**config.mk**
```make
export PLATFORM = sky130hd
export DESIGN_NAME = pio_dma_router
export DESIGN_NICKNAME = d
export VERILOG_FILES = /design/src/rtl/pio_pkg.sv /design/src/rtl/pio_regs.sv /design/src/rtl/pio_trig.sv /design/src/rtl/pio_dreq.sv /design/src/rtl/pio_dma_router.sv
export SDC_FILE = /design/constraint.sdc
export NUM_CORES = 1
export LEC_CHECK = 0
export ABC_CLOCK_PERIOD_IN_PS = 1900
export BUFFER_PORTS_ARGS = -buffer_cell sky130_fd_sc_hd__buf_2
export CAP_MARGIN = 25
export CORE_AREA = 2 2 62 64
export CTS_BUF_LIST = sky130_fd_sc_hd__clkbuf_4
export CTS_CLUSTER_SIZE = 28
export DETAILED_ROUTE_END_ITERATION = 10
export DIE_AREA = 0 0 64 66
export GPL_ROUTABILITY_DRIVEN = 0
export PLACE_DENSITY = 0.9
export SYNTH_ARGS = -nofsm -noshare
export SYNTH_HDL_FRONTEND = slang
export SYNTH_SLANG_ARGS = --single-unit
```
**constraint.sdc**
```tcl
create_clock -name clk_i -period 1.9 [get_ports clk_i]
set_input_delay 0.095 -clock clk_i [delete_from_list [all_inputs] [get_ports clk_i]]
set_output_delay 0.095 -clock clk_i [all_outputs]
set_load 0.03 [all_outputs]
```
**src/rtl/pio_pkg.sv**
```systemverilog
package pio_pkg;
  localparam int unsigned OFS_A    = 0;
  localparam int unsigned OFS_B    = 1;
  localparam int unsigned OFS_CTRL = 2;

  typedef struct packed {
    logic dma_en;
    logic ch3_sel;
    logic aux2;
    logic aux1;
    logic tick_src;
    logic word_mode;
    logic dir_b;
    logic dir_a;
  } ctrl_t;
endpackage

```
**src/rtl/pio_regs.sv**
```systemverilog
module pio_regs
  import pio_pkg::*;
#(
  parameter int unsigned DW = 8,
  parameter int unsigned AW = 2
) (
  input  logic          clk_i,
  input  logic          rst_ni,
  input  logic          wr_en_i,
  input  logic [AW-1:0] addr_i,
  input  logic [DW-1:0] wdata_i,
  output logic [DW-1:0] rdata_o,
  input  logic [DW-1:0] pa_in_i,
  input  logic [DW-1:0] pb_in_i,
  input  logic          dma_ld_i,
  input  logic [2*DW-1:0] dma_wdata_i,
  output logic [DW-1:0] lat_a_o,
  output logic [DW-1:0] lat_b_o,
  output ctrl_t         ctrl_o
);
  logic [DW-1:0] lat_a_q, lat_b_q;
  ctrl_t         ctrl_q;

  always_ff @(posedge clk_i or negedge rst_ni) begin
    if (!rst_ni) begin
      lat_a_q <= '0;
      lat_b_q <= '0;
      ctrl_q  <= '0;
    end else begin
      // bus write takes precedence over a DMA load in the same cycle
      if (wr_en_i && addr_i == AW'(OFS_A))         lat_a_q <= wdata_i;
      else if (dma_ld_i)                            lat_a_q <= dma_wdata_i[DW-1:0];
      if (wr_en_i && addr_i == AW'(OFS_B))         lat_b_q <= wdata_i;
      else if (dma_ld_i && ctrl_q.word_mode)        lat_b_q <= dma_wdata_i[2*DW-1:DW];
      if (wr_en_i && addr_i == AW'(OFS_CTRL))      ctrl_q  <= ctrl_t'(wdata_i[7:0]);
    end
  end

  always_comb begin
    rdata_o = '0;
    unique case (addr_i)
      AW'(OFS_A):    rdata_o = pa_in_i;
      AW'(OFS_B):    rdata_o = pb_in_i;
      AW'(OFS_CTRL): rdata_o = DW'(ctrl_q);
      default:       rdata_o = '0;
    endcase
  end

  assign lat_a_o = lat_a_q;
  assign lat_b_o = lat_b_q;
  assign ctrl_o  = ctrl_q;
endmodule

```
**src/rtl/pio_trig.sv**
```systemverilog
module pio_trig #(
  parameter int unsigned SYNC_STAGES = 2
) (
  input  logic clk_i,
  input  logic rst_ni,
  input  logic tick_src_i,
  input  logic tick_i,
  input  logic ext_req_i,
  output logic trig_o
);
  logic [SYNC_STAGES:0] sync_q;

  for (genvar i = 0; i <= SYNC_STAGES; i++) begin : g_sync
    always_ff @(posedge clk_i or negedge rst_ni) begin
      if (!rst_ni) sync_q[i] <= 1'b0;
      else         sync_q[i] <= (i == 0) ? ext_req_i : sync_q[(i == 0) ? 0 : i-1];
    end
  end

  logic ext_edge;
  assign ext_edge = sync_q[SYNC_STAGES-1] & ~sync_q[SYNC_STAGES];
  assign trig_o   = tick_src_i ? tick_i : ext_edge;
endmodule

```
**src/rtl/pio_dreq.sv**
```systemverilog
module pio_dreq (
  input  logic clk_i,
  input  logic rst_ni,
  input  logic en_i,
  input  logic ch3_i,
  input  logic trig_i,
  input  logic dack1_i,
  input  logic dack3_i,
  output logic drq1_o,
  output logic drq3_o,
  output logic xfer_o
);
  logic req_q, gap_q, ack_sel;

  assign ack_sel = ch3_i ? dack3_i : dack1_i;

  always_ff @(posedge clk_i or negedge rst_ni) begin
    if (!rst_ni) begin
      req_q <= 1'b0;
      gap_q <= 1'b0;
    end else if (!en_i) begin
      req_q <= 1'b0;
      gap_q <= 1'b0;
    end else if (req_q && ack_sel) begin
      req_q <= 1'b0;
      gap_q <= 1'b1;
    end else begin
      gap_q <= 1'b0;
      if (!req_q && !gap_q && trig_i) req_q <= 1'b1;
    end
  end

  assign xfer_o = en_i & req_q & ack_sel;
  assign drq1_o = en_i & req_q & ~ch3_i;
  assign drq3_o = en_i & req_q &  ch3_i;
endmodule

```
**src/rtl/pio_dma_router.sv**
```systemverilog
module pio_dma_router
  import pio_pkg::*;
#(
  parameter int unsigned DW          = 8,
  parameter int unsigned SYNC_STAGES = 2
) (
  input  logic          clk_i,
  input  logic          rst_ni,
  input  logic          wr_en_i,
  input  logic [1:0]    addr_i,
  input  logic [DW-1:0] wdata_i,
  output logic [DW-1:0] rdata_o,
  input  logic [DW-1:0] pa_in_i,
  output logic [DW-1:0] pa_out_o,
  output logic          pa_oe_o,
  input  logic [DW-1:0] pb_in_i,
  output logic [DW-1:0] pb_out_o,
  output logic          pb_oe_o,
  output logic [1:0]    aux_o,
  input  logic          tick_i,
  input  logic          ext_req_i,
  output logic          drq1_o,
  output logic          drq3_o,
  input  logic          dack1_i,
  input  logic          dack3_i,
  input  logic [2*DW-1:0] dma_wdata_i,
  output logic [2*DW-1:0] dma_rdata_o
);
  ctrl_t ctrl;
  logic  trig, xfer, dma_en;

  pio_regs #(.DW(DW), .AW(2)) u_regs (
    .clk_i, .rst_ni, .wr_en_i, .addr_i, .wdata_i, .rdata_o,
    .pa_in_i, .pb_in_i,
    .dma_ld_i(xfer), .dma_wdata_i,
    .lat_a_o(pa_out_o), .lat_b_o(pb_out_o), .ctrl_o(ctrl)
  );

  pio_trig #(.SYNC_STAGES(SYNC_STAGES)) u_trig (
    .clk_i, .rst_ni,
    .tick_src_i(ctrl.tick_src), .tick_i, .ext_req_i, .trig_o(trig)
  );

  assign dma_en = ctrl.dma_en;

  pio_dreq u_dreq (
    .clk_i, .rst_ni,
    .en_i(dma_en), .ch3_i(ctrl.ch3_sel), .trig_i(trig),
    .dack1_i, .dack3_i, .drq1_o, .drq3_o, .xfer_o(xfer)
  );

  assign pa_oe_o     = ctrl.dir_a;
  assign pb_oe_o     = ctrl.dir_b;
  assign aux_o       = {ctrl.aux2, ctrl.aux1};
  assign dma_rdata_o = {ctrl.word_mode ? pb_in_i : {DW{1'b0}}, pa_in_i};
endmodule

```
==> reports/results.ini <==
[run_status]
status = finished, final reports clean

[critical_path]
r2r_end = u_regs.lat_b_o[7]
start_kind = flip-flop
crit_fanout = 10
endpoint_kind = primary output
critical-path-top-delay-family = flip-flops
r2r-start = u_dreq.req_q
crit_type = flip-flop to primary output
worstRegToRegCells = 3
worstSetupStartpoint = u_dreq.req_q
worst-r2r-setup-slack_ps = 480
cpPeakStageDelay_ps = 440
path_cells = nand2_1, nor2_1, buf_2
cp.depth = 3
cp_data_required_time_ps = 1800
cp_data_arrival_time_ps = 1380
crit_buf_inv = 1
cp_slowest_cell = dfrtp_1

[sta]
grt_setup_unrepaired = no
worst_pin_slew_ps = 631
whs_ps = 34.5
relSlewSlack = 0.579
layout_worst_path_cycle_share = 0.774
setup_viol = 0
min_period_ps = 1470
hold_viol = 0
slew_viol_final = 0
clock.fmax_mhz = 680
tns_ps = 0
clock-skew-final_ps = 15.6

[min_path]
whs_endpoint = u_regs.lat_b_o[1]
hold_path_depth = 3
worstHoldPathType = input port to flip-flop
hp-start = dma_wdata_i[9]

[clock_tree]
cts_max_level = 2
clkTransAtPathRegs_ps = 90
max-clock-path-buffers = 2
cts_inserted_buffers = 5
post_cts_resize_count = 0
cts_root_buf = clkbuf_4
insertion_delay_ps = 340
hold_buffers = 2
cts_setup_buffers = 0
cts.sinks = 29
cts_tree = yes

[final_layout]
antenna-diode-count = 0
drive_above_1_share = 0.449
syn2layout_area_growth_pct = 27.0
final_nets = 305
fill_cells = 331

[logic_synthesis]
yosys_most_used_dff = dfrtp_1
synth.ff_latch_count = 29
synth_cell_types = 30
async_flop_share = 1.00
synth_edf_count = 0
synth_nets = 221
yosys_warnings = 0
netlist_instances = 172
synth_seq_area_share = 0.439
syn-cell-area_um2 = 1650
avgSynthCellArea_um2 = 9.60

[die]
io_pins = 95
core_um2 = 3550
rows = 22
die_x_um = 64
die_h_um = 66
die_area_um2 = 4220
start_util = 0.465

[detailed_routing]
wl_per_cell_um = 15.3
wirelength_um = 4650
drt-pass1-iter-count = 4
drt-initial-drc-count = 115
vias = 1660
via_per_inst = 5.46
post-route-drc-count = 0
antenna_left = 0

[global_routing]
grt_pass1_wl_um = 7670
antenna_found_initial = 0
grt_overflow = 0
grtUsageTotal = 0.238
grt_max_degree = 30
grt_pass1_vias = 1632

[placed_design]
io_buffers = 94
hpwlAfterDp_um = 3460

[pwr]
ir_worst_vdd_mv = 0.351
leakage_nw = 1.03
powerDensity_nw_per_um2 = 1030
totalPowerFinal_w = 0.00215

[job]
cap_viol_max_count = 0

==> cells in the final DEF, fill, tap and decap left out, drive strengths merged, types with 9 or more instances in the layout <==
master and n:
a31oi 16, and2 9, buf 96, dfrtp 29, mux2 9, mux2i 9
nand2 11, nor2 18, o21ai 24
==> metrics by stage <==
step,setup WS [ps],cell area [um^2],std cells,util
global placement,494,2030,295,0.572
detailed placement,520,2030,295,0.572
global route,323,2100,304,0.591
CTS,437,2100,304,0.591
floorplan,649,1650,172,-
finish,430,2100,304,0.591
==> worst max path at each step <==
stage	end
6_report	drq1_o
5_1_grt	drq1_o
4_1_cts	drq1_o
3_5_place_dp	rdata_o[6]
3_3_place_gp	rdata_o[6]
2_1_floorplan	u_regs.lat_a_o[3]
==> worst reg2reg max path: stages, from the launching register on <==
cell	delay, ps
dfrtp_1	440
and2_1	530
nand4_1	180
a31oi_1	200
==> kinds of logic after synthesis <==
group,synth area share
DFF,0.439
and+or+nand+nor,0.171
AOI/OAI and AO/OA,0.167
muxes,0.120
buffers and inverters,0.102
==> registers in the layout (all words and copies together) (netlist names) <==
signal and count:
u_dreq.req_q 1, u_regs.lat_b_o 8, u_trig.sync_q 3, u_regs.lat_a_o 8, u_dreq.gap_q 1, u_regs.ctrl_o 8
==> layer usage <==
| layer | global-route usage | vias up | wire [um] |
|---|---|---|---|
| li1 | - | 779 | - |
| met1 | 0.292 | 795 | 1910 |
| met2 | 0.385 | 75 | 2320 |
| met3 | 0.0801 | 11 | 334 |
| met4 | 0.0924 | 0 | 89 |
| met5 | 0 | - | 0 |
==> layout make-up <==
type | instances | area [um^2] | area share
Clock buffer | 6 | 45.0 | 0.0215
Clock inverter | 1 | 3.75 | 0.00179
Multi-Input combinational cell | 122 | 758 | 0.361
Tap cell | 48 | 60.1 | 0.0286
Timing Repair Buffer | 98 | 505 | 0.241
Sequential cell | 29 | 726 | 0.346
==> cells in the mapped netlist (2+ instances only) <==
master	instances	area, um^2
a21oi_1	8	40.0
a31oi_1	16	100
and2_1	9	56.3
buf_2	2	10.0
buf_4	10	75.1
buf_6	2	22.5
buf_8	2	30.0
clkbuf_1	2	7.51
dfrtp_1	29	726
mux2_2	8	90.1
mux2i_1	8	80.1
nand2_1	11	41.3
nand4_1	8	50.1
nor2_1	18	67.6
o21ai_0	18	90.1
o21ai_1	6	30.0
or3b_1	2	17.5
==> power breakdown <==
group	leakage (nW)	switching [W]	internal, W
clock	0.0292	0.000211	0.000148
sequential	0.334	0.0000919	0.000761
combinational	0.662	0.000639	0.000303
(Power assumes the default switching activity.)
